`src/rtl/alu_pkg.sv`:
```
package alu_pkg;
  localparam int unsigned CODE_W   = 4;
  localparam int unsigned FN_COUNT = 12;

  typedef enum logic [CODE_W-1:0] {
    FN_NOP  = 4'd0,
    FN_XOR  = 4'd1,
    FN_COPY = 4'd2,
    FN_SLTU = 4'd3,
    FN_AND  = 4'd4,
    FN_ADD  = 4'd5,
    FN_SLT  = 4'd6,
    FN_SRA  = 4'd7,
    FN_SUB  = 4'd8,
    FN_SRL  = 4'd9,
    FN_SLL  = 4'd10,
    FN_OR   = 4'd11
  } alu_fn_e;

  typedef enum logic [1:0] {
    LG_XOR  = 2'd0,
    LG_AND  = 2'd1,
    LG_OR   = 2'd2,
    LG_COPY = 2'd3
  } logic_sel_e;
endpackage

```
`src/rtl/alu_logic_unit.sv`:
```
module alu_logic_unit
  import alu_pkg::*;
#(
  parameter int unsigned DATA_W = 32
) (
  input  logic [DATA_W-1:0] a_i,
  input  logic [DATA_W-1:0] b_i,
  input  logic_sel_e        sel_i,
  output logic [DATA_W-1:0] y_o
);
  always_comb begin
    unique case (sel_i)
      LG_XOR:  y_o = a_i ^ b_i;
      LG_AND:  y_o = a_i & b_i;
      LG_OR:   y_o = a_i | b_i;
      default: y_o = a_i;
    endcase
  end
endmodule

```
`src/rtl/alu_addsub.sv`:
```
module alu_addsub #(
  parameter int unsigned DATA_W = 32
) (
  input  logic [DATA_W-1:0] a_i,
  input  logic [DATA_W-1:0] b_i,
  input  logic              sub_i,
  output logic [DATA_W-1:0] sum_o,
  output logic              lt_u_o,
  output logic              lt_s_o
);
  localparam int unsigned MSB = DATA_W - 1;

  logic [DATA_W-1:0] b_eff;
  logic [DATA_W:0]   full;

  // single adder; subtract as a + ~b + 1
  assign b_eff = sub_i ? ~b_i : b_i;
  assign full  = {1'b0, a_i} + {1'b0, b_eff} + {{DATA_W{1'b0}}, sub_i};
  assign sum_o = full[DATA_W-1:0];

  // valid only while sub_i is set: no carry out means a borrow
  assign lt_u_o = ~full[DATA_W];
  assign lt_s_o = (a_i[MSB] ^ b_i[MSB]) ? a_i[MSB] : full[MSB];
endmodule

```
`src/rtl/alu_shifter.sv`:
```
module alu_shifter #(
  parameter int unsigned DATA_W = 32
) (
  input  logic [DATA_W-1:0]         a_i,
  input  logic [$clog2(DATA_W)-1:0] amt_i,
  input  logic                      left_i,
  input  logic                      arith_i,
  output logic [DATA_W-1:0]         y_o
);
  localparam int unsigned STAGES = $clog2(DATA_W);

  logic [DATA_W-1:0] src_rev;
  logic [DATA_W-1:0] stage [0:STAGES];
  logic [DATA_W-1:0] res_rev;
  logic              fill;

  // left shift = reverse, shift right, reverse
  for (genvar i = 0; i < DATA_W; i++) begin : g_rev
    assign src_rev[i] = a_i[DATA_W-1-i];
    assign res_rev[i] = stage[STAGES][DATA_W-1-i];
  end

  assign fill     = arith_i & ~left_i & a_i[DATA_W-1];
  assign stage[0] = left_i ? src_rev : a_i;

  for (genvar k = 0; k < STAGES; k++) begin : g_stage
    localparam int unsigned DIST = 1 << k;
    assign stage[k+1] = amt_i[k]
      ? {{DIST{fill}}, stage[k][DATA_W-1:DIST]}
      : stage[k];
  end

  assign y_o = left_i ? res_rev : stage[STAGES];
endmodule

```
`src/rtl/alu_core.sv`:
```
module alu_core
  import alu_pkg::*;
#(
  parameter int unsigned DATA_W = 32
) (
  input  logic [DATA_W-1:0] op_a_i,
  input  logic [DATA_W-1:0] op_b_i,
  input  logic [CODE_W-1:0] func_i,
  output logic [DATA_W-1:0] result_o,
  output logic              invalid_o
);
  localparam int unsigned SH_W = $clog2(DATA_W);

  alu_fn_e           fn;
  logic              code_ok;
  logic_sel_e        lg_sel;
  logic              use_sub;
  logic              sh_left;
  logic              sh_arith;
  logic [DATA_W-1:0] lg_y;
  logic [DATA_W-1:0] as_y;
  logic [DATA_W-1:0] sh_y;
  logic              lt_u;
  logic              lt_s;

  assign fn      = alu_fn_e'(func_i);
  assign code_ok = (func_i < CODE_W'(FN_COUNT));

  always_comb begin
    lg_sel = LG_COPY;
    unique case (fn)
      FN_XOR:  lg_sel = LG_XOR;
      FN_AND:  lg_sel = LG_AND;
      FN_OR:   lg_sel = LG_OR;
      default: lg_sel = LG_COPY;
    endcase
  end

  assign use_sub  = (fn == FN_SUB) || (fn == FN_SLT) || (fn == FN_SLTU);
  assign sh_left  = (fn == FN_SLL);
  assign sh_arith = (fn == FN_SRA);

  alu_logic_unit #(.DATA_W(DATA_W)) u_logic (
    .a_i   (op_a_i),
    .b_i   (op_b_i),
    .sel_i (lg_sel),
    .y_o   (lg_y)
  );

  alu_addsub #(.DATA_W(DATA_W)) u_addsub (
    .a_i    (op_a_i),
    .b_i    (op_b_i),
    .sub_i  (use_sub),
    .sum_o  (as_y),
    .lt_u_o (lt_u),
    .lt_s_o (lt_s)
  );

  alu_shifter #(.DATA_W(DATA_W)) u_shift (
    .a_i     (op_a_i),
    .amt_i   (op_b_i[SH_W-1:0]),
    .left_i  (sh_left),
    .arith_i (sh_arith),
    .y_o     (sh_y)
  );

  always_comb begin
    result_o = '0;
    if (code_ok) begin
      unique case (fn)
        FN_XOR, FN_AND, FN_OR, FN_COPY: result_o = lg_y;
        FN_ADD, FN_SUB:                 result_o = as_y;
        FN_SLTU:                        result_o = {{(DATA_W-1){1'b0}}, lt_u};
        FN_SLT:                         result_o = {{(DATA_W-1){1'b0}}, lt_s};
        FN_SRA, FN_SRL, FN_SLL:         result_o = sh_y;
        default:                        result_o = '0;
      endcase
    end
  end

  assign invalid_o = ~code_ok;
endmodule

```
`config.mk`:
```
export PLATFORM = sky130hd
export DESIGN_NAME = alu_core
export DESIGN_NICKNAME = d
export VERILOG_FILES = /design/src/rtl/alu_pkg.sv /design/src/rtl/alu_logic_unit.sv /design/src/rtl/alu_addsub.sv /design/src/rtl/alu_shifter.sv /design/src/rtl/alu_core.sv
export SDC_FILE = /design/constraint.sdc
export NUM_CORES = 1
export LEC_CHECK = 0
export ABC_CLOCK_PERIOD_IN_PS = 21200
export BUFFER_PORTS_ARGS = -buffer_cell sky130_fd_sc_hd__buf_2
export CAP_MARGIN = 20
export CORE_MARGIN = 8
export CORE_UTILIZATION = 68
export DETAILED_ROUTE_END_ITERATION = 8
export GPL_TIMING_DRIVEN = 0
export PLACE_DENSITY = 0.91
export SYNTH_ARGS = -nofsm -noshare
export SYNTH_HDL_FRONTEND = slang
export SYNTH_HIERARCHICAL = 1
export SYNTH_SLANG_ARGS = --single-unit
export TNS_END_PERCENT = 50
```
`constraint.sdc`:
```
create_clock -name vclk -period 21.2
set_input_delay 5.3 -clock vclk [all_inputs]
set_output_delay 5.3 -clock vclk [all_outputs]
set_load 0.005 [all_outputs]
```
# == Word level (Yosys, flattened, before mapping) ==
# Cells that the tools add are included.
# op_classes
mux,13
n_lt_le_gt_ge,1
n_eq_ne,13
add_sub_neg,2
n_reduce_logical,6
bitwise_logic,10
# op_table
op,n
$mux W32,9
$pmux W32 S5,1
$pmux W32 S3,1
$add A32 B32 Y33,1
$add A33 B1 Y33,1
$and A32 B32 Y32,1
$not A32 Y32,1
$or A32 B32 Y32,1
$xor A32 B32 Y32,1
$eq A4 B3 Y1 const B,4
$eq A4 B4 Y1 const B,4
$eq A4 B2 Y1 const B,2
$pmux W2 S3,1
$eq A4 B1 Y1 const B,1
$lt A4 B4 Y1 const B,1
$reduce_or A4 Y1,1
$not A1 Y1,3
$reduce_or A3 Y1,1
$and A1 B1 Y1,2
$eq A2 B1 Y1 const B,1
$eq A2 B2 Y1 const B,1
$logic_not A2 Y1,1
$logic_or A1 B1 Y1,2
$reduce_or A2 Y1,1
other kinds (2),2
# word_totals
wordCells,45
input_bits,68
out_inout_bits,33
ff_bits,0

# == Longest topological paths before layout ==
# depth
ltp_word,12
depth_mapped,19
mapped_depth_nobuf,16

# == By module ==
# The synthesis kept the hierarchy.
# by_module_without_submodules
mod,n_inst,area_per_inst_um2,cells_per_inst,seq_area_each_um2
alu_shifter,1,3594.7,461,0.0
alu_addsub,1,2073.2,288,0.0
alu_logic_unit,1,1996.9,200,0.0
alu_core,1,1371.3,179,0.0

# == Worst setup path before layout ==
# No wires, ideal clock.
# synth_path
path_type,input -> output
startpoint,input func_i[1]
endpoint,output result_o[0]
arrival_time_ps,8711
t_required_ps,15900
cell_stages,18
n_path_buf,3
slack_ps,7189
cell_sequence,buf_4 > nor3b_1 > a21oi_1 > o21ai_0 > buf_2 > buf_1 > xor2_1 > ha_1 > a21o_1 > a21o_1 > a221o_1 > a31oi_1 > o21ai_2 > xor2_2 > maj3_2 > and3b_1 > o21ai_0 > o2111ai_1
# synth_between
word_cells_on_any_way,39
cone_classes,add/sub: 2; order compare: 1; eq/ne: 13; mux: 13; bitwise: 4; reduce/logical: 6
# synth_rtl
item,line,source
from (decl),alu_core.sv:8,"input logic [CODE_W-1:0] func_i,"
$eq A4 B4 Y1 or $eq A4 B3 Y1 (tied branches),alu_core.sv:39,assign use_sub = (fn == FN_SUB) || (fn == FN_SLT) || (fn == FN_SLTU);
$logic_or A1 B1 Y1,alu_core.sv:39,
$logic_or A1 B1 Y1 (*),alu_core.sv:39,
via use_sub,alu_core.sv:17,logic use_sub;
$mux W32,alu_addsub.sv:17,assign b_eff = sub_i ? ~b_i : b_i;
$add A32 B32 Y33,alu_addsub.sv:18,"assign full = {1'b0, a_i} + {1'b0, b_eff} + {{DATA_W{1'b0}}, sub_i};"
$add A33 B1 Y33 (*),alu_addsub.sv:18,
via as_y[31],alu_core.sv:21,logic [DATA_W-1:0] as_y;
$mux W1 (*),alu_addsub.sv:23,assign lt_s_o = (a_i[MSB] ^ b_i[MSB]) ? a_i[MSB] : full[MSB];
via lt_s,alu_core.sv:24,logic lt_s;
$pmux W32 S5 (*),alu_core.sv:70,unique case (fn)
$mux W32 (*),alu_core.sv:69,if (code_ok) begin
to (decl),alu_core.sv:9,"output logic [DATA_W-1:0] result_o,"
# Mark *: on every way through the listed nets, which the timed path passes. The rest lies on a longest branch.

# == Final worst setup path ==
# layout_path
startpoint,input func_i[3]
endpoint,output result_o[0]
# Same word-level chain as after synthesis.

==> out/results.tsv <==
metric	value	unit
Max Fanout on Critical Path	10	
Vias/cell	7.49	
Syn Nets	1292	
antenna viol nets, final	0	
Final min period	15.45	ns
Compound-Gate Fraction of Synth Area	26.6	%
Final setup viols	0	
Hold WC Path Type	in2out	
multi-input logic area	7840	um^2
DR vias	10500	
top cell type's share of synthesized area	15.5	%
cell mode on critical path	buf_2	
Cell variety after synth	88	
post-synthesis to final-layout area growth	8.03	%
Post-CTS Setup Bufs	0	
final hold vios	0	
Post-Synth Adder-Cell Area	13.5	%
routed wire length per instance	26.4	um
post-synth design cell area	9040	um^2
Starting Density	69.1	%
CTS resizes	0	
sw frac	60.4	%
# nets final	1395	
slowest cell delay on critical path	0.74	ns
max_slew headroom	28.6	%
DRT Pass-1 Iters	9	
Comb pwr share	100.0	%
die footprint	17200	um^2
dominant cells by area after synthesis	mux4_2 (15%), ha_1 (13%), inv_1 (7.2%), mux2_2 (6.1%), o221ai_2 (5.0%)	
post-synthesis sequential area ratio	0	%
crit-path cells	buf_2, buf_4, nor3b_1, a21oi_1, o21ai_0, buf_2, buf_1, xor2_1, ha_1, buf_6, a21oi_1, o21ai_1, nor4_2, o31a_1, o21ai_2, xor2_2, maj3_2, and3b_1, o21ai_0, o2111ai_1, buf_2	
sequential cells	0	
hold_buf cts	0	
most frequent cell after synthesis	inv_1	
Hold Worst Slack	11.17	ns
largest family of logic cells by synthesized area	compound AO/OA/AOI/OAI gates	
Core Region	13100	um^2
Leakage Power	0.00478	uW
Inserted Diodes	0	
final total power	319	uW
Setup TNS	0	ns
WP data required	15.90	ns
All-Layer GR Usage	40.4	%
DR iter-0 viols	1881	
Row Count	42	
layout cells sized above 1	25.9	%
clock group share of total power	0	%
total wire length	37100	um
Die H	131	um
RSZ-0062 raised after global routing	false	
CP max-delay cell	buf_1	
synth cell count leaders	inv_1 (174), ha_1 (95), nand2_1 (81)	
mux share of post-synthesis cell area	26.3	%
kind of end point of the critical path	output pin	
YS warnings	6	
Max-cap violations	0	
sequential cell area	0	um^2
Synth area leader	mux4_2	
fmax	0.0647	GHz
first-pass GRT wire length	56900	um
status	finished clean	
DRC errors left	0	
worst-margin pin slew	1.06	ns
Synth Area in XOR/XNOR	6.08	%
Power Density	32.7	nW/um^2
Port Buffers	101	
Mapped Avg Cell Area	8.01	um^2
Critical Path AT	10.15	ns
vias in the first global route	10100	
RD Place Congestion	1.06	
Die X-Extent	131	um
Max Slew Vio Count	0	
FILL cells	955	
initial antenna violation count	0	
hpwl dp	29700	um
Congestion Overflow GR	0	
largest net degree at the start of global routing	15	
Max VDD drop	0.0213	mV
CP startpoint kind	input port	
Net Sw Power	193	uW
cell count after synthesis	1128	
I/O Pins	101	
Tcrit/Tclk final	72.9	%
share of power burned in registers	0	%
Clock buffer cells	0	
Synth Area in Simple Gates	14.2	%
internal cell power	126	uW
Setup Crit Path Kind	in2out	
## per-layer routing
metal	share of wire [%]	wire length (um)	GRT usage [%]	up-vias
met1	35	13000	51.0	4832
li1	-	-	-	4372
met3	15	5520	10.6	218
met5	0	0	0	-
met2	42	15500	59.2	1101
met4	8.1	3010	28.1	0
## cell usage in the layout (no fill, tap or decap), types with 18 or more instances in the layout
cell,n
nor2_1,62
xnor2_1,18
inv_1,174
o31ai_1,39
o21ai_0,28
buf_2,124
xor2_1,41
nand3_1,21
o221ai_2,30
mux4_2,62
ha_1,95
mux2i_1,28
clkbuf_1,25
nand2_1,81
a21oi_1,56
mux2_2,49
## critical path: cells and delay by family
family	cells	cell delay [ns]
AO/OA/AOI/OAI	8	1.45
buffers and inverters	6	1.61
adder cells (fa/ha/maj)	2	0.64
AND/OR/NAND/NOR	3	0.79
XOR/XNOR	2	0.35
## cells by family (layout without fill, tap and decap cells)
family                   after synthesis  after routing
multiplexers                         146            146
adder cells (fa/ha/maj)               97             97
AND/OR/NAND/NOR                      258            258
XOR/XNOR                              61             61
AO/OA/AOI/OAI                        306            306
buffers and inverters                260            361
## layout make-up
| type | instances | share of cell area (%) |
|---|---|---|
| plain buffers | 84 | 5.51 |
| multi-input cells | 868 | 80.3 |
| inverters | 176 | 6.77 |
| well taps | 176 | 2.26 |
| repair buffers | 101 | 5.18 |
## worst paths after layout
path                  startpoint           to  cells after the start
worst max-delay path   func_i[3]  result_o[0]                     21
worst min-delay path   func_i[3]    invalid_o                      4
## power groups by stage
stage               Sequential (uW)  Combinational [uW]  Clock [uW]
floorplan                         0                 211           0
global placement                  0                 290           0
detailed placement                0                 302           0
CTS                               0                 304           0
global route                      0                 335           0
finish                            0                 319           0
## metrics by stage
step,setup WS (ns),instance area (um^2),std cells,utilization (%)
after floorplan,7.19,9040,1128,-
after global placement,6.18,9760,1405,74.6
after detailed placement,5.93,9760,1405,74.6
after CTS,5.92,9760,1405,74.6
after global routing,5.50,9760,1405,74.6
final,5.75,9760,1405,74.6
No activity file was read; power rests on OpenSTA's default activity.
